## config.mk

```make
export PLATFORM = sky130hd
export DESIGN_NAME = opf_unit
export DESIGN_NICKNAME = d
export VERILOG_FILES = /design/src/rtl/opf_pkg.sv /design/src/rtl/opf_ea_calc.sv /design/src/rtl/opf_ctrl.sv /design/src/rtl/opf_unit.sv
export SDC_FILE = /design/constraint.sdc
export NUM_CORES = 1
export LEC_CHECK = 0
export ABC_CLOCK_PERIOD_IN_PS = 5600
export BUFFER_PORTS_ARGS = -buffer_cell sky130_fd_sc_hd__clkbuf_2
export CORE_ASPECT_RATIO = 1.25
export CORE_UTILIZATION = 50
export DETAILED_ROUTE_END_ITERATION = 10
export GPL_TIMING_DRIVEN = 0
export MAX_ROUTING_LAYER = met4
export PLACE_DENSITY = 0.73
export SETUP_SLACK_MARGIN = 0.2
export SYNTH_ARGS = -nofsm -noshare
export SYNTH_HDL_FRONTEND = slang
export SYNTH_SLANG_ARGS = --single-unit
export TNS_END_PERCENT = 30
```

## constraint.sdc

```tcl
create_clock -name clk -period 5.6 [get_ports clk]
set_clock_uncertainty 0.1 [all_clocks]
set_input_delay 0.28 -clock clk [delete_from_list [all_inputs] [get_ports clk]]
set_output_delay 0.28 -clock clk [all_outputs]
set_load 0.03 [all_outputs]
```

## src/rtl/opf_pkg.sv

```systemverilog
package opf_pkg;

  typedef enum logic [3:0] {
    M_DIRECT = 4'd0,
    M_INDIR  = 4'd1,
    M_REGDIR = 4'd2,
    M_REGIND = 4'd3,
    M_IMM    = 4'd4,
    M_IMPL   = 4'd5,
    M_REL    = 4'd6,
    M_INDEX  = 4'd7,
    M_BASE   = 4'd8
  } amode_e;

  typedef enum logic [1:0] {
    S_IDLE  = 2'd0,
    S_ISSUE = 2'd1,
    S_WAIT  = 2'd2,
    S_FIN   = 2'd3
  } fsm_e;

  // true for modes whose operand lives in memory
  function automatic logic needs_mem(input logic [3:0] m);
    case (m)
      M_DIRECT, M_INDIR, M_REGIND, M_REL, M_INDEX, M_BASE: needs_mem = 1'b1;
      default:                                              needs_mem = 1'b0;
    endcase
  endfunction

endpackage

```

## src/rtl/opf_ea_calc.sv

```systemverilog
module opf_ea_calc import opf_pkg::*; #(
  parameter int AW = 16,
  parameter int DW = 8,
  parameter int LW = 2
) (
  input  logic [3:0]    mode_q,
  input  logic [AW-1:0] field_q,
  input  logic [AW-1:0] pc_q,
  input  logic [LW-1:0] len_q,
  input  logic [DW-1:0] r_q,
  input  logic [AW-1:0] x_q,
  input  logic [AW-1:0] base_q,
  input  logic          hop2,
  input  logic [DW-1:0] ptr_q,
  output logic [AW-1:0] ea
);
  localparam int PAD_D = AW - DW;
  localparam int PAD_L = AW - LW;

  function automatic logic [AW-1:0] wrap_sum(input logic [AW-1:0] a,
                                             input logic [AW-1:0] b);
    wrap_sum = a + b;
  endfunction

  function automatic logic [AW-1:0] zext_byte(input logic [DW-1:0] v);
    zext_byte = {{PAD_D{1'b0}}, v};
  endfunction

  logic [AW-1:0] next_insn;
  assign next_insn = wrap_sum(pc_q, {{PAD_L{1'b0}}, len_q});

  always_comb begin
    if (hop2) begin
      ea = zext_byte(ptr_q);
    end else begin
      case (mode_q)
        M_REGIND: ea = zext_byte(r_q);
        M_REL:    ea = wrap_sum(next_insn, field_q);
        M_INDEX:  ea = wrap_sum(field_q, x_q);
        M_BASE:   ea = wrap_sum(field_q, base_q);
        default:  ea = field_q;
      endcase
    end
  end

endmodule

```

## src/rtl/opf_ctrl.sv

```systemverilog
module opf_ctrl import opf_pkg::*; #(
  parameter int DW = 8
) (
  input  logic          clk,
  input  logic          rst_n,
  input  logic          accept,
  input  logic [3:0]    mode_in,
  input  logic [DW-1:0] field_lo,
  input  logic [DW-1:0] r_in,
  input  logic [DW-1:0] imp_in,
  input  logic [3:0]    mode_q,
  input  logic          mem_rvalid,
  input  logic [DW-1:0] mem_rdata,
  output logic          mem_req,
  output logic          hop2,
  output logic [DW-1:0] ptr_q,
  output logic          busy,
  output logic          done,
  output logic [DW-1:0] operand
);
  fsm_e st;

  // named internal events
  logic rd_back, take_ptr, take_data;
  assign rd_back   = (st == S_WAIT) && mem_rvalid;
  assign take_ptr  = rd_back && (mode_q == M_INDIR) && !hop2;
  assign take_data = rd_back && !take_ptr;

  function automatic logic [DW-1:0] reg_value(input logic [3:0] m,
                                              input logic [DW-1:0] f,
                                              input logic [DW-1:0] r,
                                              input logic [DW-1:0] imp);
    case (m)
      M_REGDIR: reg_value = r;
      M_IMM:    reg_value = f;
      M_IMPL:   reg_value = imp;
      default:  reg_value = '0;
    endcase
  endfunction

  always_ff @(posedge clk or negedge rst_n) begin
    if (!rst_n) begin
      st      <= S_IDLE;
      hop2    <= 1'b0;
      ptr_q   <= '0;
      operand <= '0;
    end else begin
      case (st)
        S_IDLE: if (accept) begin
          hop2 <= 1'b0;
          if (needs_mem(mode_in)) begin
            st <= S_ISSUE;
          end else begin
            operand <= reg_value(mode_in, field_lo, r_in, imp_in);
            st      <= S_FIN;
          end
        end
        S_ISSUE: st <= S_WAIT;
        S_WAIT: begin
          if (take_ptr) begin
            ptr_q <= mem_rdata;
            hop2  <= 1'b1;
            st    <= S_ISSUE;
          end else if (take_data) begin
            operand <= mem_rdata;
            st      <= S_FIN;
          end
        end
        default: st <= S_IDLE;
      endcase
    end
  end

  assign mem_req = (st == S_ISSUE);
  assign busy    = (st != S_IDLE);
  assign done    = (st == S_FIN);

  assert_done_pulse_R11: assert property (@(posedge clk) disable iff (!rst_n)
    done |=> !done);

  assert_regdir_no_read_R4: assert property (@(posedge clk) disable iff (!rst_n)
    (busy && mode_q == M_REGDIR) |-> !mem_req);

  assert_reserved_no_read_R12: assert property (@(posedge clk) disable iff (!rst_n)
    (busy && mode_q > M_BASE) |-> !mem_req);

  assert_mem_done_after_data_R2: assert property (@(posedge clk) disable iff (!rst_n)
    (done && needs_mem(mode_q)) |-> $past(mem_rvalid));

endmodule

```

## src/rtl/opf_unit.sv

```systemverilog
module opf_unit import opf_pkg::*; #(
  parameter int AW = 16,
  parameter int DW = 8,
  parameter int LW = 2
) (
  input  logic          clk,
  input  logic          rst_n,
  input  logic          start,
  input  logic [3:0]    mode,
  input  logic [AW-1:0] field,
  input  logic [AW-1:0] pc,
  input  logic [LW-1:0] ilen,
  input  logic [DW-1:0] reg_r,
  input  logic [AW-1:0] reg_x,
  input  logic [AW-1:0] reg_base,
  input  logic [DW-1:0] implied_reg,
  output logic          mem_req,
  output logic [AW-1:0] mem_addr,
  input  logic          mem_rvalid,
  input  logic [DW-1:0] mem_rdata,
  output logic          busy,
  output logic          done,
  output logic [DW-1:0] operand
);
  logic          accept;
  logic          hop2;
  logic [DW-1:0] ptr_q;
  logic [3:0]    mode_q;
  logic [AW-1:0] field_q, pc_q, x_q, base_q;
  logic [LW-1:0] len_q;
  logic [DW-1:0] r_q;

  assign accept = start && !busy;

  always_ff @(posedge clk or negedge rst_n) begin
    if (!rst_n) begin
      mode_q  <= '0;
      field_q <= '0;
      pc_q    <= '0;
      len_q   <= '0;
      r_q     <= '0;
      x_q     <= '0;
      base_q  <= '0;
    end else if (accept) begin
      mode_q  <= mode;
      field_q <= field;
      pc_q    <= pc;
      len_q   <= ilen;
      r_q     <= reg_r;
      x_q     <= reg_x;
      base_q  <= reg_base;
    end
  end

  opf_ea_calc #(.AW(AW), .DW(DW), .LW(LW)) u_ea (
    .mode_q (mode_q),
    .field_q(field_q),
    .pc_q   (pc_q),
    .len_q  (len_q),
    .r_q    (r_q),
    .x_q    (x_q),
    .base_q (base_q),
    .hop2   (hop2),
    .ptr_q  (ptr_q),
    .ea     (mem_addr)
  );

  opf_ctrl #(.DW(DW)) u_ctrl (
    .clk       (clk),
    .rst_n     (rst_n),
    .accept    (accept),
    .mode_in   (mode),
    .field_lo  (field[DW-1:0]),
    .r_in      (reg_r),
    .imp_in    (implied_reg),
    .mode_q    (mode_q),
    .mem_rvalid(mem_rvalid),
    .mem_rdata (mem_rdata),
    .mem_req   (mem_req),
    .hop2      (hop2),
    .ptr_q     (ptr_q),
    .busy      (busy),
    .done      (done),
    .operand   (operand)
  );

  assert_start_ignored_R10: assert property (@(posedge clk) disable iff (!rst_n)
    (busy && start) |=> ($stable(mode_q) && $stable(field_q)));

  assert_ptr_hop_page0_R3: assert property (@(posedge clk) disable iff (!rst_n)
    (mem_req && hop2) |-> (mem_addr[AW-1:DW] == '0));

  assert_req_while_busy_R11: assert property (@(posedge clk) disable iff (!rst_n)
    mem_req |-> busy);

endmodule

```

* After elaboration in Yosys (flattened, before gate mapping) *
Cells that the tools add are included.

storage, ports and cells
  bits of input ports = 98
  bits in registers = 97
  output and inout port bits = 27
  logic and storage cells = 73

cells by class
  eq/ne operators = 22
  muxes and demuxes = 19
  add/sub/neg operators = 4
  reductions and logical operators = 17

operators by type and width
  operator                                                                 number
  16-bit case mux with 4 select lines                                      1
  16-bit adder                                                             3
  8-bit two-way mux                                                        4
  4-bit by 3-bit equality test with 1-bit output, second input constant    6
  8-bit case mux with 3 select lines                                       1
  16-bit by 2-bit adder with 16-bit output                                 1
  16-bit two-way mux                                                       1
  8-bit case mux with 2 select lines                                       1
  4-bit by 2-bit equality test with 1-bit output, second input constant    3
  4-bit by 1-bit equality test with 1-bit output, second input constant    2
  4-bit equality test, second input constant                               2
  2-bit two-way mux                                                        4
  2-bit inequality test, second input constant                             3
  2-bit case mux with 3 select lines                                       1
  6-bit OR reduction                                                       1
  1-bit logical AND                                                        5
  1-bit two-way mux                                                        5
  5-bit AND reduction                                                      1
  2-bit equality test, second input constant                               2
  4-bit logical NOT                                                        1
  2-bit by 1-bit inequality test with 1-bit output, second input constant  2
  2-bit AND reduction                                                      2
  2-bit nonzero test                                                       2
  1-bit logical NOT                                                        3
  5 further kinds                                                          5

* Longest topological paths before layout *
  depth in word-level cells = 9
  depth in mapped cells = 14
  depth with buffers taken out = 12

* Cells and area by module *
A second synthesis with hierarchy kept.

unflattened totals
  cell total of the unflattened synthesis = 556
  area, all modules = 6284.8 um2

by module, submodules not included
  module       instances  sequential area each (um2)  area each (um2)  cells each
  opf_unit     1          1951.9                      2941.6           166
  opf_ea_calc  1          0.0                         2138.3           278
  opf_ctrl     1          475.5                       1204.9           112

* Least setup slack after synthesis *
OpenSTA, ideal clock, no wires.

  kind = reg-to-output
  from = reg mode_q[0]
  to = out mem_addr[12]
  required time = 5.220 ns
  path buffers = 3
  setup slack = 1.581 ns
  arrival = 3.639 ns
  cell stages (with the launch flop) = 14
  cells stage by stage = dfrtp_1 buf_2 nor4b_4 buf_6 buf_2 mux2_2 ha_1 a21oi_1 o22ai_1 a31oi_1 a21oi_2 a2111oi_2 a31oi_1 a221oi_1

between the ends
  longest elaborated chain between the ends = 3
  elaborated cells between the ends (all ways) = 6
  classes of those cells = eq/ne: 4; mux: 2

ends and longest elaborated chain
  item                                               line               RTL
  start: declaration                                 opf_unit.sv:28     logic [3:0] mode_q;
  start signal: assignment                           opf_unit.sv:45     mode_q <= mode;
  4-bit equality test, or another cell as far along  opf_ea_calc.sv:36  case (mode_q)
  16-bit case mux with 4 select lines *              opf_ea_calc.sv:36
  16-bit two-way mux *                               opf_ea_calc.sv:33  if (hop2) begin
  end: declaration                                   opf_unit.sv:18     output logic [AW-1:0] mem_addr,

Mark *: on every way between the ends. The rest lies on a longest branch, timed or not.

* Final worst setup path *
  from = reg mode_q[0]
  to = out mem_addr[15]

The elaborated chain is that of the path after synthesis.

==> results_tabular.tex <==
\begin{tabular}{lr}
\hline
Metric & Value \\
\hline
\multicolumn{2}{l}{\textbf{Logic synthesis}} \\
\quad Mean cell area of the mapped netlist & roughly 8.7 um2 \\
\quad Share of async-settable or async-resettable flops after synthesis & 1.00 \\
\quad Post-synth top cells & nand2\_1 (266), dfrtp\_1 (97), ha\_1 (45) \\
\quad Mapped Cells & 731 \\
\quad Top flip-flop cell by instance count after synthesis & dfrtp\_1 \\
\quad Most area-consuming cells after synthesis & dfrtp\_1 (38\%), nand2\_1 (16\%), ha\_1 (8.9\%) \\
\quad Synth area leader & dfrtp\_1 \\
\quad Syn\_nets & just under 900 \\
\quad Post-synthesis register bit count & 97 \\
\quad Number of flops mapped to enable cells by yosys & 0 \\
\quad Yosys top cell area share & 0.384 \\
\quad Register area share after synthesis & 0.384 \\
\quad Total number of yosys warnings & 0 \\
\quad Count of distinct cell types in the synthesized netlist & 55 \\
\quad Combined area of all synthesized cells & roughly 6300 um2 \\
\quad Count leader, synth & nand2\_1 \\
\multicolumn{2}{l}{\textbf{Timing}} \\
\quad Tcrit/Tclk final & 0.826 \\
\quad Rel. slew slack & 0.280 \\
\quad Worst hold slack & roughly 15 ps \\
\quad Setup repair after global routing missed its margin & no \\
\quad Max frequency & between 200 and 250 MHz \\
\quad Count of final setup violators & 0 \\
\quad Slew of the pin with the lowest slew margin & $\sim$1100 ps \\
\quad Final worst-path setup slack & between 900 and 1000 ps \\
\quad Slew Limit Fails & 0 \\
\quad Final Hold Fails & 0 \\
\quad Final setup TNS & 0 ps \\
\quad Final critical path time including I/O delays and setup & 4620 ps \\
\multicolumn{2}{l}{\textbf{Global routing}} \\
\quad Antenna violations before repair & 0 \\
\quad Global routing usage summed across all routing layers & 0.298 \\
\quad Overflow left after global routing & 0 \\
\quad Maximum number of pins on one net before global-route repair & 63 \\
\quad Vias in the first global route & slightly below 6k \\
\quad First-pass GRT wire length & approximately 29 mm \\
\multicolumn{2}{l}{\textbf{CTS}} \\
\quad Number of buffers created by CTS & 9 \\
\quad CTS clock-pin slew for the worst setup and hold paths & $\sim$70 ps \\
\quad Gates resized, CTS repair & 0 \\
\quad Root buffer cell & clkbuf\_16 \\
\quad Clock insertion delay at the later pin of the skew report & roughly 350 ps \\
\quad Clock sink count & 97 \\
\quad Count of buffers added by post-CTS timing repair for setup & 0 \\
\quad Post-cts hold buffer count & 1 \\
\quad Htree depth & 3 \\
\quad Clock Path Buffers & 2 \\
\quad Clock tree from TritonCTS & built \\
\multicolumn{2}{l}{\textbf{Route}} \\
\quad Routed wire length per instance & 17.0 um \\
\quad Uppermost layer routed & met4 \\
\quad Number of detailed-routing iterations run before antenna repair & 9 \\
\quad Routed met2 length & roughly 9 mm \\
\quad Total routed wirelength & about 18 mm \\
\quad Detailed-route wire length on metal 1 & approximately 7.3 mm \\
\quad Detailed route wirelength on metal3 & about 700 um \\
\quad Vias per cell & $\sim$5.5 \\
\quad Number of vias in the routed layout & roughly 5.7k \\
\quad Number of remaining DRC errors & 0 \\
\quad Antenna-violating nets left & 0 \\
\quad Starting DRC count in detailed routing & about 250 \\
\multicolumn{2}{l}{\textbf{Worst setup path}} \\
\quad Worst r2r dst & field\_q[3] \\
\quad Series of cell instances along the critical path & buf\_2 > nor4b\_4 > buf\_6 > buf\_2 > mux2\_2 > ha\_1 > a2111oi\_4 > o21ai\_2 > a41oi\_4 > o21a\_2 > nor3\_1 > o31ai\_1 > nand3b\_1 > clkbuf\_2 \\
\quad Critical Setup Path Class & flop to output pin \\
\quad Combined buffer and inverter count along the critical path & 4 \\
\quad Required time reported for the critical path endpoint & around 5200 ps \\
\quad Worst Path Max Fanout & 10 \\
\quad Worst Setup SP & mode\_q[0] \\
\quad CP Capture Point & mem\_addr[15] \\
\quad Critical Path Stages & 14 \\
\quad Sort of element at the end of the critical path & output pin \\
\quad Delay-heaviest family, CP & compound AO/OA/AOI/OAI gates \\
\quad Source of the worst register-to-register timing path & u\_ctrl.st[0] \\
\quad CP peak stage delay & 400 ps \\
\quad Number of cells on the worst reg-to-reg path & 6 \\
\quad Data arrival time of the critical path & about 4200 ps \\
\quad Launching element type of the critical path & flop \\
\quad Most used cell along the critical path & buf\_2 \\
\quad Internal reg-to-reg setup slack & about 3300 ps \\
\quad Crit path max-delay cell type & mux2\_2 \\
\multicolumn{2}{l}{\textbf{Finish}} \\
\quad Filler cell count in the final layout & about 1.1k \\
\quad Layout Cell Area excl Fill & about 7500 um2 \\
\quad Area growth from synthesis to layout & 18.7\% \\
\quad Antenna Cells & 0 \\
\quad Utilization after layout & 0.615 \\
\quad Total Nets Final & roughly 1.0k \\
\quad Fraction of final layout cells with drive strength greater than 1 & 0.241 \\
\multicolumn{2}{l}{\textbf{Placed design}} \\
\quad Half-perimeter wire length after placement & 13.8 mm \\
\quad Routability congestion estimate from global placement & approximately 0.85 \\
\quad Cell area reported after detailed placement & 7180 um2 \\
\quad Setup WS pre-CTS & between 1000 and 1500 ps \\
\quad Count of input and output buffers & $\sim$120 \\
\multicolumn{2}{l}{\textbf{Floorplanning}} \\
\quad Initial core utilization & 0.518 \\
\quad Die Outline Area & 13100 um2 \\
\quad Number of placement rows & 45 \\
\quad Die X & just over 100 um \\
\quad Vertical die dimension & around 130 um \\
\quad Top Ports & approximately 130 \\
\quad Area of the core & 12200 um2 \\
\multicolumn{2}{l}{\textbf{Pwr}} \\
\quad Standby leakage power & 3.86 nW \\
\quad Maximum vdd ir drop & 0.349 mV \\
\quad Pwr/cell area & between 600 and 700 nW/um2 \\
\multicolumn{2}{l}{\textbf{Outcome}} \\
\quad Status & finished, final reports clean \\
\multicolumn{2}{l}{\textbf{Worst hold path}} \\
\quad HP Class & input pin to flop \\
\multicolumn{2}{l}{\textbf{Run}} \\
\quad Max Cap Violations & 0 \\
\hline
\end{tabular}
## worst min-delay path, cell delays in order
cell	delay, ps
clkbuf_2	70
nand2_1	40
nand2_1	40
## stage by stage
step           cells  power, mW
2_1_floorplan    731       3.56
3_3_place_gp    1019       4.33
3_5_place_dp    1020       4.39
4_1_cts         1036       5.09
5_1_grt         1036       5.50
6_report        1036       5.08
## state kept, by name, indices dropped and copies added, names as in the netlist, 4 cells and up
register        cells
r_q                 8
u_ctrl.operand      8
u_ctrl.ptr_q        8
x_q                16
mode_q              4
base_q             16
pc_q               16
field_q            16
## where the power goes
part	switching [mW]	internal [mW]
Sequential	0.264	1.02
Combinational	1.90	1.23
Clock	0.271	0.403
Total	2.43	2.65
## layout make-up
cell class / instances / area [um2] / area share
multi-input cells: 587 / 3680 / 0.490
inverters: 14 / 52.6 / 0.00700
clock buffers: 11 / 243 / 0.0323
well taps: 164 / 205 / 0.0273
clock inverters: 4 / 76.3 / 0.0102
repair buffers: 126 / 661 / 0.0879
flip-flops and latches: 97 / 2430 / 0.323
plain buffers: 33 / 169 / 0.0225
## worst min path at each step
stage | startpoint | endpoint | slack [ps] | cells past startpoint
2_1_floorplan | rst_n | base_q[0] | -120 | 0
3_3_place_gp | x_q[11] | x_q[11] | 360 | 2
3_5_place_dp | rst_n | u_ctrl.operand[6] | 220 | 1
4_1_cts | reg_x[4] | x_q[4] | 9 | 3
5_1_grt | field[13] | field_q[13] | 20 | 3
6_report | field[13] | field_q[13] | 10 | 3
## per-layer routing
metal,track usage,up-vias
met5,-,-
met4,0.123,0
met3,0.0447,34
met2,0.511,167
met1,0.343,2682
li1,-,2772
## kinds of logic after synthesis
group	synth area share
AOI/OAI and AO/OA	0.143
xor gates and xnor gates	0.0360
adders and majority gates	0.102
buffers and inverters	0.0350
DFF	0.384
muxes	0.0763
and+or+nand+nor	0.224
## cell usage in the layout, fill, tap and decap left out, types with 4 or more instances in the layout
master	synthesis	layout
a211oi_1	7	7
nand3b_1	4	4
xnor2_1	12	12
a22oi_1	9	9
o21ai_0	38	38
nand3_1	5	5
buf_1	4	4
nor3_1	7	7
clkbuf_2	1	124
xor2_1	14	14
a221oi_1	6	6
clkbuf_1	15	16
nor2_1	24	24
mux2_2	42	42
dfrtp_1	97	97
nor2b_1	7	7
clkbuf_16	0	9
a222oi_1	7	7
a21oi_1	27	27
nand2_1	266	266
a21o_1	4	4
o211ai_1	4	4
nand2b_1	6	6
nand4_1	4	4
buf_2	7	7
fa_1	4	4
ha_1	45	45
a31oi_1	6	6
inv_1	14	14
No activity file was read; power rests on OpenSTA's default activity.
